### src/rtl/wdt_pkg.sv
package wdt_pkg;

  typedef enum logic [1:0] {
    SEQ_IDLE,
    SEQ_UNL,
    SEQ_OPEN,
    SEQ_REF
  } seq_t;

  typedef struct packed {
    logic       en;
    logic       rst_en;
    logic [2:0] exp_code;
  } wcfg_t;

  localparam logic [1:0] ADDR_CTRL = 2'd0;
  localparam logic [1:0] ADDR_STAT = 2'd1;
  localparam logic [1:0] ADDR_ECHO = 2'd2;

  localparam logic [2:0] EXP_MAX = 3'd5;

  localparam wcfg_t CFG_RESET = '{en: 1'b0, rst_en: 1'b1, exp_code: 3'd5};

  function automatic logic [2:0] clamp_exp(input logic [2:0] e);
    return (e > EXP_MAX) ? EXP_MAX : e;
  endfunction

  function automatic logic [15:0] cfg_to_word(input wcfg_t c);
    return {c.en, c.rst_en, 11'd0, c.exp_code};
  endfunction

  function automatic wcfg_t word_to_cfg(input logic [15:0] w);
    wcfg_t c;
    c.en       = w[15];
    c.rst_en   = w[14];
    c.exp_code = w[2:0];
    return c;
  endfunction

endpackage

### src/rtl/wdt_keyseq.sv
module wdt_keyseq
  import wdt_pkg::*;
#(
  parameter logic [15:0] UNLOCK_A  = 16'h3C3C,
  parameter logic [15:0] UNLOCK_B  = 16'hC3C3,
  parameter logic [15:0] REFRESH_A = 16'hA5A5,
  parameter logic [15:0] REFRESH_B = 16'h5A5A
) (
  input  logic        clk,
  input  logic        rst_n,
  input  logic        wr_ctrl,
  input  logic [15:0] wdata,
  output logic        cfg_load,
  output logic        refresh_hit
);

  seq_t st_q, st_d;

  function automatic seq_t first_key(input logic [15:0] v);
    if (v == UNLOCK_A)  return SEQ_UNL;
    if (v == REFRESH_A) return SEQ_REF;
    return SEQ_IDLE;
  endfunction

  always_comb begin
    st_d        = st_q;
    cfg_load    = 1'b0;
    refresh_hit = 1'b0;
    if (wr_ctrl) begin
      unique case (st_q)
        SEQ_OPEN: begin
          cfg_load = 1'b1;
          st_d     = SEQ_IDLE;
        end
        SEQ_UNL: begin
          if (wdata == UNLOCK_B) st_d = SEQ_OPEN;
          else                   st_d = first_key(wdata);
        end
        SEQ_REF: begin
          if (wdata == REFRESH_B) begin
            refresh_hit = 1'b1;
            st_d        = SEQ_IDLE;
          end else begin
            st_d = first_key(wdata);
          end
        end
        default: st_d = first_key(wdata);
      endcase
    end
  end

  always_ff @(posedge clk) begin
    if (!rst_n) st_q <= SEQ_IDLE;
    else        st_q <= st_d;
  end

  // a configuration load is always preceded by the second unlock key
  p_load_after_key_r2: assert property (@(posedge clk) disable iff (!rst_n)
    cfg_load |-> $past(wr_ctrl && wdata == UNLOCK_B));

  // a refresh is always preceded by the first refresh key
  p_refresh_pair_r4: assert property (@(posedge clk) disable iff (!rst_n)
    refresh_hit |-> $past(wr_ctrl && wdata == REFRESH_A));

  // without a control write the sequence state does not move
  p_quiet_state_r10: assert property (@(posedge clk) disable iff (!rst_n)
    !wr_ctrl |=> $stable(st_q));

endmodule

### src/rtl/wdt_counter.sv
module wdt_counter
  import wdt_pkg::*;
#(
  parameter int BASE = 25
) (
  input  logic       clk,
  input  logic       rst_n,
  input  logic       en,
  input  logic [2:0] exp_code,
  input  logic       refresh,
  output logic       expire_hit
);

  localparam int CNT_W = BASE + 6;

  logic [CNT_W-1:0] cnt_q;
  logic [CNT_W-1:0] last_val;

  function automatic logic [CNT_W-1:0] last_count(input logic [2:0] e);
    logic [CNT_W-1:0] one;
    one = {{(CNT_W-1){1'b0}}, 1'b1};
    return (one << (BASE + int'(clamp_exp(e)))) - one;
  endfunction

  assign last_val   = last_count(exp_code);
  assign expire_hit = en && !refresh && (cnt_q >= last_val);

  always_ff @(posedge clk) begin
    if (!rst_n)                       cnt_q <= '0;
    else if (!en)                     cnt_q <= '0;
    else if (refresh || expire_hit)   cnt_q <= '0;
    else                              cnt_q <= cnt_q + 1'b1;
  end

  // a disabled counter sits at zero
  p_hold_zero_r9: assert property (@(posedge clk) disable iff (!rst_n)
    !en |=> cnt_q == '0);

  // the count restarts after an expiry
  p_reload_r6: assert property (@(posedge clk) disable iff (!rst_n)
    expire_hit |=> cnt_q == '0);

  // a refresh restarts the count
  p_refresh_zero_r4: assert property (@(posedge clk) disable iff (!rst_n)
    refresh |=> cnt_q == '0);

endmodule

### src/rtl/wdt_status.sv
module wdt_status (
  input  logic clk,
  input  logic rst_n,
  input  logic expire_hit,
  input  logic rst_en,
  input  logic clr_req,
  input  logic echo_wr,
  input  logic echo_din,
  output logic sticky_q,
  output logic echo_q,
  output logic sys_rst_req
);

  always_ff @(posedge clk) begin
    if (!rst_n) begin
      sticky_q    <= 1'b0;
      echo_q      <= 1'b0;
      sys_rst_req <= 1'b0;
    end else begin
      sys_rst_req <= expire_hit && rst_en;
      if (expire_hit)   sticky_q <= 1'b1;
      else if (clr_req) sticky_q <= 1'b0;
      if (echo_wr)      echo_q <= echo_din;
    end
  end

  // an expiry always leaves the flag set, even against a clear
  p_set_wins_r7: assert property (@(posedge clk) disable iff (!rst_n)
    expire_hit |=> sticky_q);

  // the reset request is a single-cycle pulse
  p_single_pulse_r6: assert property (@(posedge clk) disable iff (!rst_n)
    sys_rst_req |=> !sys_rst_req);

  // a reset request is always accompanied by the cause flag
  p_req_has_cause_r6: assert property (@(posedge clk) disable iff (!rst_n)
    sys_rst_req |-> sticky_q);

endmodule

### src/rtl/keyed_wdt.sv
module keyed_wdt
  import wdt_pkg::*;
#(
  parameter int          BASE      = 25,
  parameter logic [15:0] UNLOCK_A  = 16'h3C3C,
  parameter logic [15:0] UNLOCK_B  = 16'hC3C3,
  parameter logic [15:0] REFRESH_A = 16'hA5A5,
  parameter logic [15:0] REFRESH_B = 16'h5A5A
) (
  input  logic        clk,
  input  logic        rst_n,
  input  logic        bus_wr,
  input  logic        bus_rd,
  input  logic [1:0]  bus_addr,
  input  logic [15:0] bus_wdata,
  output logic [15:0] bus_rdata,
  output logic        sys_rst_req
);

  wcfg_t cfg_q;
  logic  wr_ctrl_raw, wr_ctrl;
  logic  cfg_load, refresh_hit, expire_hit;
  logic  sticky_q, echo_q;
  logic  clr_req, echo_wr;

  assign wr_ctrl_raw = bus_wr && (bus_addr == ADDR_CTRL);
  assign wr_ctrl     = wr_ctrl_raw && !echo_q;
  assign clr_req     = bus_wr && (bus_addr == ADDR_STAT) && bus_wdata[0];
  assign echo_wr     = bus_wr && (bus_addr == ADDR_ECHO);

  wdt_keyseq #(
    .UNLOCK_A (UNLOCK_A),
    .UNLOCK_B (UNLOCK_B),
    .REFRESH_A(REFRESH_A),
    .REFRESH_B(REFRESH_B)
  ) u_keyseq (
    .clk        (clk),
    .rst_n      (rst_n),
    .wr_ctrl    (wr_ctrl),
    .wdata      (bus_wdata),
    .cfg_load   (cfg_load),
    .refresh_hit(refresh_hit)
  );

  always_ff @(posedge clk) begin
    if (!rst_n)        cfg_q <= CFG_RESET;
    else if (cfg_load) cfg_q <= word_to_cfg(bus_wdata);
  end

  wdt_counter #(.BASE(BASE)) u_counter (
    .clk       (clk),
    .rst_n     (rst_n),
    .en        (cfg_q.en),
    .exp_code  (cfg_q.exp_code),
    .refresh   (refresh_hit),
    .expire_hit(expire_hit)
  );

  wdt_status u_status (
    .clk        (clk),
    .rst_n      (rst_n),
    .expire_hit (expire_hit),
    .rst_en     (cfg_q.rst_en),
    .clr_req    (clr_req),
    .echo_wr    (echo_wr),
    .echo_din   (bus_wdata[0]),
    .sticky_q   (sticky_q),
    .echo_q     (echo_q),
    .sys_rst_req(sys_rst_req)
  );

  always_comb begin
    bus_rdata = '0;
    if (bus_rd) begin
      unique case (bus_addr)
        ADDR_CTRL: bus_rdata = cfg_to_word(cfg_q);
        ADDR_STAT: bus_rdata = {15'd0, sticky_q};
        ADDR_ECHO: bus_rdata = {15'd0, echo_q};
        default:   bus_rdata = '0;
      endcase
    end
  end

  // with echo mode on, a control write leaves the configuration alone
  p_echo_block_r8: assert property (@(posedge clk) disable iff (!rst_n)
    (wr_ctrl_raw && echo_q) |=> $stable(cfg_q));

  // the configuration moves only on an accepted load
  p_cfg_guarded_r2: assert property (@(posedge clk) disable iff (!rst_n)
    !cfg_load |=> $stable(cfg_q));

endmodule

### config.mk
export PLATFORM = sky130hd
export DESIGN_NAME = keyed_wdt
export DESIGN_NICKNAME = d
export VERILOG_FILES = /design/src/rtl/wdt_pkg.sv /design/src/rtl/wdt_keyseq.sv /design/src/rtl/wdt_counter.sv /design/src/rtl/wdt_status.sv /design/src/rtl/keyed_wdt.sv
export SDC_FILE = /design/constraint.sdc
export NUM_CORES = 1
export LEC_CHECK = 0
export BUFFER_PORTS_ARGS = -buffer_cell sky130_fd_sc_hd__buf_2
export CORE_UTILIZATION = 41
export CTS_CLUSTER_DIAMETER = 50
export DETAILED_ROUTE_END_ITERATION = 10
export PLACE_DENSITY = 0.57
export REMOVE_ABC_BUFFERS = 1
export SLEW_MARGIN = 10
export SYNTH_ARGS = -nofsm -noshare
export SYNTH_HDL_FRONTEND = slang
export SYNTH_HIERARCHICAL = 1
export SYNTH_SLANG_ARGS = --single-unit
### constraint.sdc
create_clock -name clk -period 4.3 [get_ports clk]
set_input_delay 0.645 -clock clk [delete_from_list [all_inputs] [get_ports clk]]
set_output_delay 0.645 -clock clk [all_outputs]
set_load 0.01 [all_outputs]
; After elaboration in Yosys (flattened, before gate mapping)
; Cells that the tools add are included.
[classes]
n_shift = 1
reduce_logical = 15
n_eq_ne = 9
order_cmp = 2
mux = 42
add_sub_neg = 3
n_bitwise = 2
[op_table]
columns = op, count
row1 = $pmux W16 S3, 1
row2 = $eq A16 B16 Y1 const B, 2
row3 = $shl A1 B32 Y31 const A, 1
row4 = $add A31 B1 Y31 const B, 1
row5 = $ge A31 B31 Y1, 1
row6 = $sub A31 B1 Y31 const B, 1
row7 = $mux W1, 28
row8 = $mux W2, 10
row9 = $eq A16 B14 Y1 const B, 1
row10 = $eq A16 B15 Y1 const B, 1
row11 = $mux W16, 1
row12 = $logic_and A1 B1 Y1, 8
row13 = $add A5 B3 Y6 const A, 1
row14 = $eq A2 B2 Y1 const B, 3
row15 = $pmux W2 S3, 1
row16 = $reduce_or A3 Y1, 2
row17 = $eq A2 B1 Y1 const B, 2
row18 = $gt A3 B3 Y1 const B, 1
row19 = $mux W3, 1
row20 = $logic_not A1 Y1, 2
row21 = $logic_not A2 Y1, 1
row22 = $not A1 Y1, 2
row23 = $reduce_bool A2 Y1, 1
row24 = $logic_or A1 B1 Y1, 1
[totals]
inputBits = 22
regBits = 41

; Longest topological paths before layout
; Gate-level depths: netlist (run 1).
[logic_depth]
word_depth = 13
depth_mapped = 17

; By module
; Netlist (run 1), hierarchy kept.
[by_module_without_submodules]
columns = mod, seq_area_each_um2, cells_per_inst, area_per_inst_um2, instances
row1 = wdt_counter, 620.6, 261, 2135.8, 1
row2 = keyed_wdt, 100.1, 40, 356.6, 1
row3 = wdt_keyseq, 40.0, 30, 292.8, 1
row4 = wdt_status, 60.1, 8, 96.3, 1

; Worst setup path after synthesis (run 1)
; No wires, ideal clock.
[synth_path]
path_kind = flip-flop to flip-flop
startpoint = reg cfg_q[2] in the netlist's numbering
endpoint = reg u_counter.cnt_q[27]
arrival_time_ns = 3.358
path_buffers = 3
required_ns = 4.236
stages_incl_launch_ff = 16
setup_ns = 0.064
path_slack_ns = 0.879
cell_sequence = dfxtp_1 > nor2b_1 > and2_1 > ha_1 > clkbuf_1 > nor2_1 > inv_1 > ha_1 > a311o_1 > a21oi_1 > nor2_1 > or3_1 > or3_1 > buf_6 > buf_12 > nor2_1
[synth_between]
elab_chain_len = 9
[synth_lines]
columns = element, line
row1 = start: declaration, keyed_wdt.sv:20  ; wcfg_t cfg_q;
row2 = start signal: assignment, keyed_wdt.sv:47  ; else if (cfg_load) cfg_q <= word_to_cfg(bus_wdata);
row3 = $gt A3 B3 Y1, wdt_pkg.sv:25  ; return (e > EXP_MAX) ? EXP_MAX : e;
row4 = $mux W3 (*), wdt_pkg.sv:25
row5 = $add A5 B3 Y6 (*), wdt_counter.sv:22  ; return (one << (BASE + int'(clamp_exp(e)))) - one;
row6 = $shl A1 B32 Y31 (*), wdt_counter.sv:22
row7 = $sub A31 B1 Y31 (*), wdt_counter.sv:22
row8 = $ge A31 B31 Y1 (*), wdt_counter.sv:26  ; assign expire_hit = en && !refresh && (cnt_q >= last_val);
row9 = $logic_and A1 B1 Y1 (*), wdt_counter.sv:26
row10 = $logic_or A1 B1 Y1 (*), wdt_counter.sv:31  ; else if (refresh || expire_hit) cnt_q <= '0;
row11 = $reduce_or A3 Y1 (no source line) (*), -
row12 = end signal: assignment, wdt_counter.sv:32  ; else cnt_q <= cnt_q + 1'b1;
row13 = end: declaration, wdt_counter.sv:16  ; logic [CNT_W-1:0] cnt_q;
; Every way passes the cells marked *; elsewhere a longest branch is shown, timed or not.
; A chain may end at the register's enable or synchronous reset.

; Worst setup path after layout (run 1)
[layout_path]
startpoint = reg cfg_q[2] in the netlist's numbering
endpoint = reg u_counter.cnt_q[22]
; Same word-level chain as after synthesis.

==> impl_metrics.ini, run 1 <==
[outcome]
outcome = complete, no violations

[pwr]
p_leak_nw = 1.18
cellPowerDensity_nw_per_um2 = 217
peakVddDrop_mv = 0.0994

[clock_tree]
insertion_delay_ps = 300
ctsResizeCount = 0
ctsLongestPathBuffers = 2
cts_tree = yes
cts_max_level = 2
cts.sinks = 41
cts_root_buffer = clkbuf_8
clkSlewWorstSetupHoldPaths_ps = 80
cts_buffers = 5
post-cts-setup-buffer-count = 0
hold_buffers = 0

[job]
drv_cap = 0

[finish]
layout-drive-gt1-share = 0.150
most-common-layout-cells = dfxtp_1 (41), nor2_1 (41), buf_2 (27)
layoutNonFillerInstCount = 462
nNetsFinal = 410
area_growth_pct = 7.82
diodes = 0
fin_util = 0.457
fillers = 712

[placement]
port_buffers = 27
place_congestion = 0.814
placed_cells = 454
dp.final_hpwl_um = 4570
dp_slack_ps = 543

[worst_hold_path]
holdPathStages = 2
hold_class = register to register

[logic_synthesis]
ys_types = 57
ys_warn_count = 6
async_flop_share = 0
synth_cells = 339
syn_avg_cell_area_sq_um = 8.50
synth.yosys.seq_area_share = 0.285
syn_area_sq_um = 2880
ys_ff_latch = 41
synthFlopType = dfxtp_1
synth-edff-count = 0

[global_routing]
grt_pass1_wl_um = 10100
overflow = 0
grtUsageTotal = 0.171
grt_max_degree = 23
antenna_found_initial = 0
grt_pass1_vias = 2145

[floorplanning]
num_rows = 30
core_sq_um = 6790
ioPinCount = 39
initial_core_util = 0.424
dieArea_sq_um = 7370
fp.dieH_um = 85.8
die_w_um = 85.8

[worst_setup_path]
crit_arrival_ps = 4010
r2r_cells = 13
path_max_fanout = 22
setup.worst_path.class = register to register
crit_path_end_kind = register
crit_path_start_kind = register
cp.required_ps = 4530

[sta]
finClkSkew_ps = 8.51
setup_viol = 0
tns_ps = 0
report.final.slew_viol_count = 0
min_period_over_period = 0.879
worst_pin_slew_ps = 818
hold_viol = 0
setup_ws_ps = 519
fmax_mhz = 265
slew_headroom = 0.447
fin_crit_ps = 3780
grt_setup_unrepaired = no

[routing]
vias = 2340
drtIter0Drc = 102
vias_per_cell = 5.06
wl_um = 5830
wire_per_inst_um = 12.6
detail-route-antenna-nets = 0
dr.pass1.iters = 4
drc = 0
-- layout make-up --
type                            count  area, sq um  share of cell area
Clock inverter                      2         10.0             0.00322
Inverter                           15         56.3              0.0181
Clock buffer                        6         72.6              0.0234
Sequential cell                    41          821               0.264
Tap cell                           96          120              0.0387
Multi-Input combinational cell    273         1880               0.604
Timing Repair Buffer               29          150              0.0483
-- Yosys cell counts (all sizes together), types with 4 or more instances --
| cell | instances | share of area |
|---|---|---|
| a21oi | 10 | 0.017 |
| a31oi | 4 | 0.0087 |
| and2 | 8 | 0.017 |
| buf | 18 | 0.055 |
| dfxtp | 41 | 0.28 |
| ha | 23 | 0.10 |
| inv | 15 | 0.020 |
| mux2i | 7 | 0.024 |
| nand2 | 26 | 0.034 |
| nand2b | 4 | 0.0087 |
| nand3 | 13 | 0.023 |
| nand4 | 12 | 0.028 |
| nor2 | 48 | 0.069 |
| nor2b | 7 | 0.015 |
| nor3 | 6 | 0.010 |
| nor3b | 4 | 0.010 |
| nor4 | 5 | 0.021 |
| nor4b | 4 | 0.019 |
| o21ai | 5 | 0.0087 |
| or3 | 5 | 0.011 |
| xnor2 | 12 | 0.036 |
| xor2 | 19 | 0.058 |
-- per-layer routing --
| metal | wire length, um | vias to the layer above | part of all wire | global-route usage |
|---|---|---|---|---|
| met2 | 2580 | 38 | 0.44 | 0.265 |
| li1 | - | 1223 | - | - |
| met4 | 78 | 0 | 0.013 | 0.0545 |
| met3 | 181 | 7 | 0.031 | 0.0231 |
| met5 | 0 | - | 0 | 0 |
| met1 | 2980 | 1072 | 0.51 | 0.246 |
-- stage by stage --
step	power (W)	hold WS, ps	cell area, sq um
2_1_floorplan	0.000414	447	2750
3_3_place_gp	0.000434	479	3020
3_5_place_dp	0.000434	477	3020
4_1_cts	0.000684	503	3110
5_1_grt	0.000707	558	3110
6_report	0.000674	499	3110
-- cell families after synthesis --
group	share of synthesized area
adder cells (fa/ha/maj)	0.0999
XOR/XNOR	0.0942
AND/OR/NAND/NOR	0.307
flip-flops	0.285
other	0.00261
AO/OA/AOI/OAI	0.109
multiplexers	0.0243
buffers and inverters	0.0782
-- path summary, 6_finish.rpt --
| check | startpoint | end | slack [ps] |
|---|---|---|---|
| worst max-delay path | cfg_q[2] | u_counter/cnt_q[22] | 520 |
| worst min-delay path | cfg_q[3] | cfg_q[3] | 500 |
| worst max register to register | cfg_q[2] | u_counter/cnt_q[22] | 520 |
| worst min register to register | cfg_q[3] | cfg_q[3] | 500 |
-- flip-flops by register name, summed over array words and instances, names as in the netlist --
register	flops
cfg_q	5
u_counter/cnt_q	31
u_keyseq/st_q	2
u_status/echo_q	1
u_status/sticky_q	1
u_status/sys_rst_req	1
-- power breakdown --
| group | total, W | internal (W) | switching, W |
|---|---|---|---|
| Clock | 0.000248 | 0.000113 | 0.000135 |
| Sequential | 0.000380 | 0.000380 | 0.000000257 |
| Combinational | 0.0000460 | 0.0000192 | 0.0000268 |
-- worst max-delay path, cell delays in order (launching register included) --
cell and delay, ps:
dfxtp_1 510, nor2b_1 140, and2_1 220, ha_1 340, nor2_1 420, inv_1 120
ha_1 310, a311o_1 360, a21oi_1 150, nor2_1 70, or3_1 360, or3_1 330
buf_4 240, nor2_1 130
(Power assumes the default switching activity.)
==> run 2: changes to the inputs <==
- CTS_BUF_LIST: default -> sky130_fd_sc_hd__clkbuf_16
==> impl_metrics.ini, run 2 (synthesized netlist as in run 1, its figures left out) <==
[floorplanning]
ioPinCount = 39
die_w_um = 85.8
core_sq_um = 6790
fp.dieH_um = 85.8
num_rows = 30
dieArea_sq_um = 7370
initial_core_util = 0.424

[outcome]
outcome = complete, no violations

[worst_setup_path]
crit_arrival_ps = 4000
cpPeakStageDelay_ps = 510
path_max_fanout = 22
crit_path_start_kind = register
slowest_stage = dfxtp_1
cp.required_ps = 4510
crit_chain = nor2b_1, and2_1, ha_1, nor2_1, inv_1, ha_1, a311o_1, a21oi_1, nor2_1, or3_1, or3_1, buf_4, nor2_1
setup.worst_path.class = register to register
crit_path_end_kind = register
timing.critical_path.mode_cell = nor2_1

[global_routing]
grt_pass1_wl_um = 10200
overflow = 0
grt_max_degree = 23
antenna_found_initial = 0
grtUsageTotal = 0.174
grt_pass1_vias = 2179

[pwr]
cellPowerDensity_nw_per_um2 = 248
p_leak_nw = 1.21
peakVddDrop_mv = 0.153
p_total_w = 0.000783

[finish]
area_growth_pct = 9.77
regArea_sq_um = 821
nNetsFinal = 410
largest_registers = u_counter/cnt_q (31), cfg_q (5), u_keyseq/st_q (2)
most-common-layout-cells = dfxtp_1 (41), nor2_1 (41), buf_2 (27)
diodes = 0
layoutNonFillerInstCount = 462
largest_reg_flops = 31
layout-drive-gt1-share = 0.150
multi_input_comb_area_sq_um = 1880
fillers = 701
regMostFlops = u_counter/cnt_q

[sta]
fmax_mhz = 264
finClkSkew_ps = 5.41
setup_ws_ps = 516
slew_headroom = 0.446
fin_crit_ps = 3780
setup_viol = 0
tns_ps = 0
hold_viol = 0
grt_setup_unrepaired = no
hold_ws_ps = 493
report.final.slew_viol_count = 0
worst_pin_slew_ps = 819
min_period_over_period = 0.880

[clock_tree]
cts_max_level = 2
cts_tree = yes
cts.sinks = 41
ctsLongestPathBuffers = 2
cts_buffers = 5
clkSlewWorstSetupHoldPaths_ps = 60
hold_buffers = 0
insertion_delay_ps = 280
ctsResizeCount = 0
cts_root_buffer = clkbuf_16
post-cts-setup-buffer-count = 0

[worst_hold_path]
hold_class = register to register

[routing]
dr.pass1.iters = 4
drc = 0
drtIter0Drc = 87
detail-route-antenna-nets = 0
vias = 2348
wire_per_inst_um = 12.8
vias_per_cell = 5.08
wl_um = 5900

[placement]
port_buffers = 27
dp.final_hpwl_um = 4570
placed_cells = 454
dp_slack_ps = 543
place_congestion = 0.814

[job]
drv_cap = 0
==> run 2: cell count changes in the layout (fill, tap and decap cells not counted), sizes merged <==
cell,before,now
inv,15,16
clkbuf,6,5
==> run 2: cell type report <==
cell class,count,area share
Sequential cell,41,0.259
Timing Repair Buffer,29,0.0475
Clock inverter,3,0.00435
Multi-Input combinational cell,273,0.593
Clock buffer,5,0.0396
Tap cell,96,0.0380
Inverter,15,0.0178
==> run 2: worst paths after layout <==
| path | slack (ps) | cells past startpoint | startpoint | endpoint |
|---|---|---|---|---|
| hold reg to reg | 490 | 2 | cfg_q[3] | cfg_q[3] |
| setup reg to reg | 520 | 13 | cfg_q[2] | u_counter/cnt_q[22] |
| setup / recovery | 520 | 13 | cfg_q[2] | u_counter/cnt_q[22] |
| hold / removal | 490 | 2 | cfg_q[3] | cfg_q[3] |
==> run 2: critical path: cells and delay by family, from the launching register on <==
family,cells,cell delay [ps]
flip-flops,1,510
adder cells (fa/ha/maj),2,650
AND/OR/NAND/NOR,7,1690
AO/OA/AOI/OAI,2,500
buffers and inverters,2,370
==> run 2: layer usage <==
metal,up-vias,GRT usage,share of wire
li1,1226,-,-
met1,1082,0.246,0.52
met2,33,0.268,0.44
met3,7,0.0356,0.022
met4,0,0.0500,0.013
met5,-,0,0
==> run 2: metrics by stage <==
step,util,cell area [sq um]
final,0.466,3160
after global routing,0.466,3160
after CTS,0.466,3160
after detailed placement,0.445,3020
after global placement,0.445,3020
after floorplan,-,2750
==> run 2: where the power goes <==
group | internal (W) | total (W) | leakage, nW | switching (W)
combinational | 0.0000192 | 0.0000460 | 0.808 | 0.0000268
clock | 0.000211 | 0.000357 | 0.0748 | 0.000146
sequential | 0.000380 | 0.000380 | 0.330 | 0.000000259
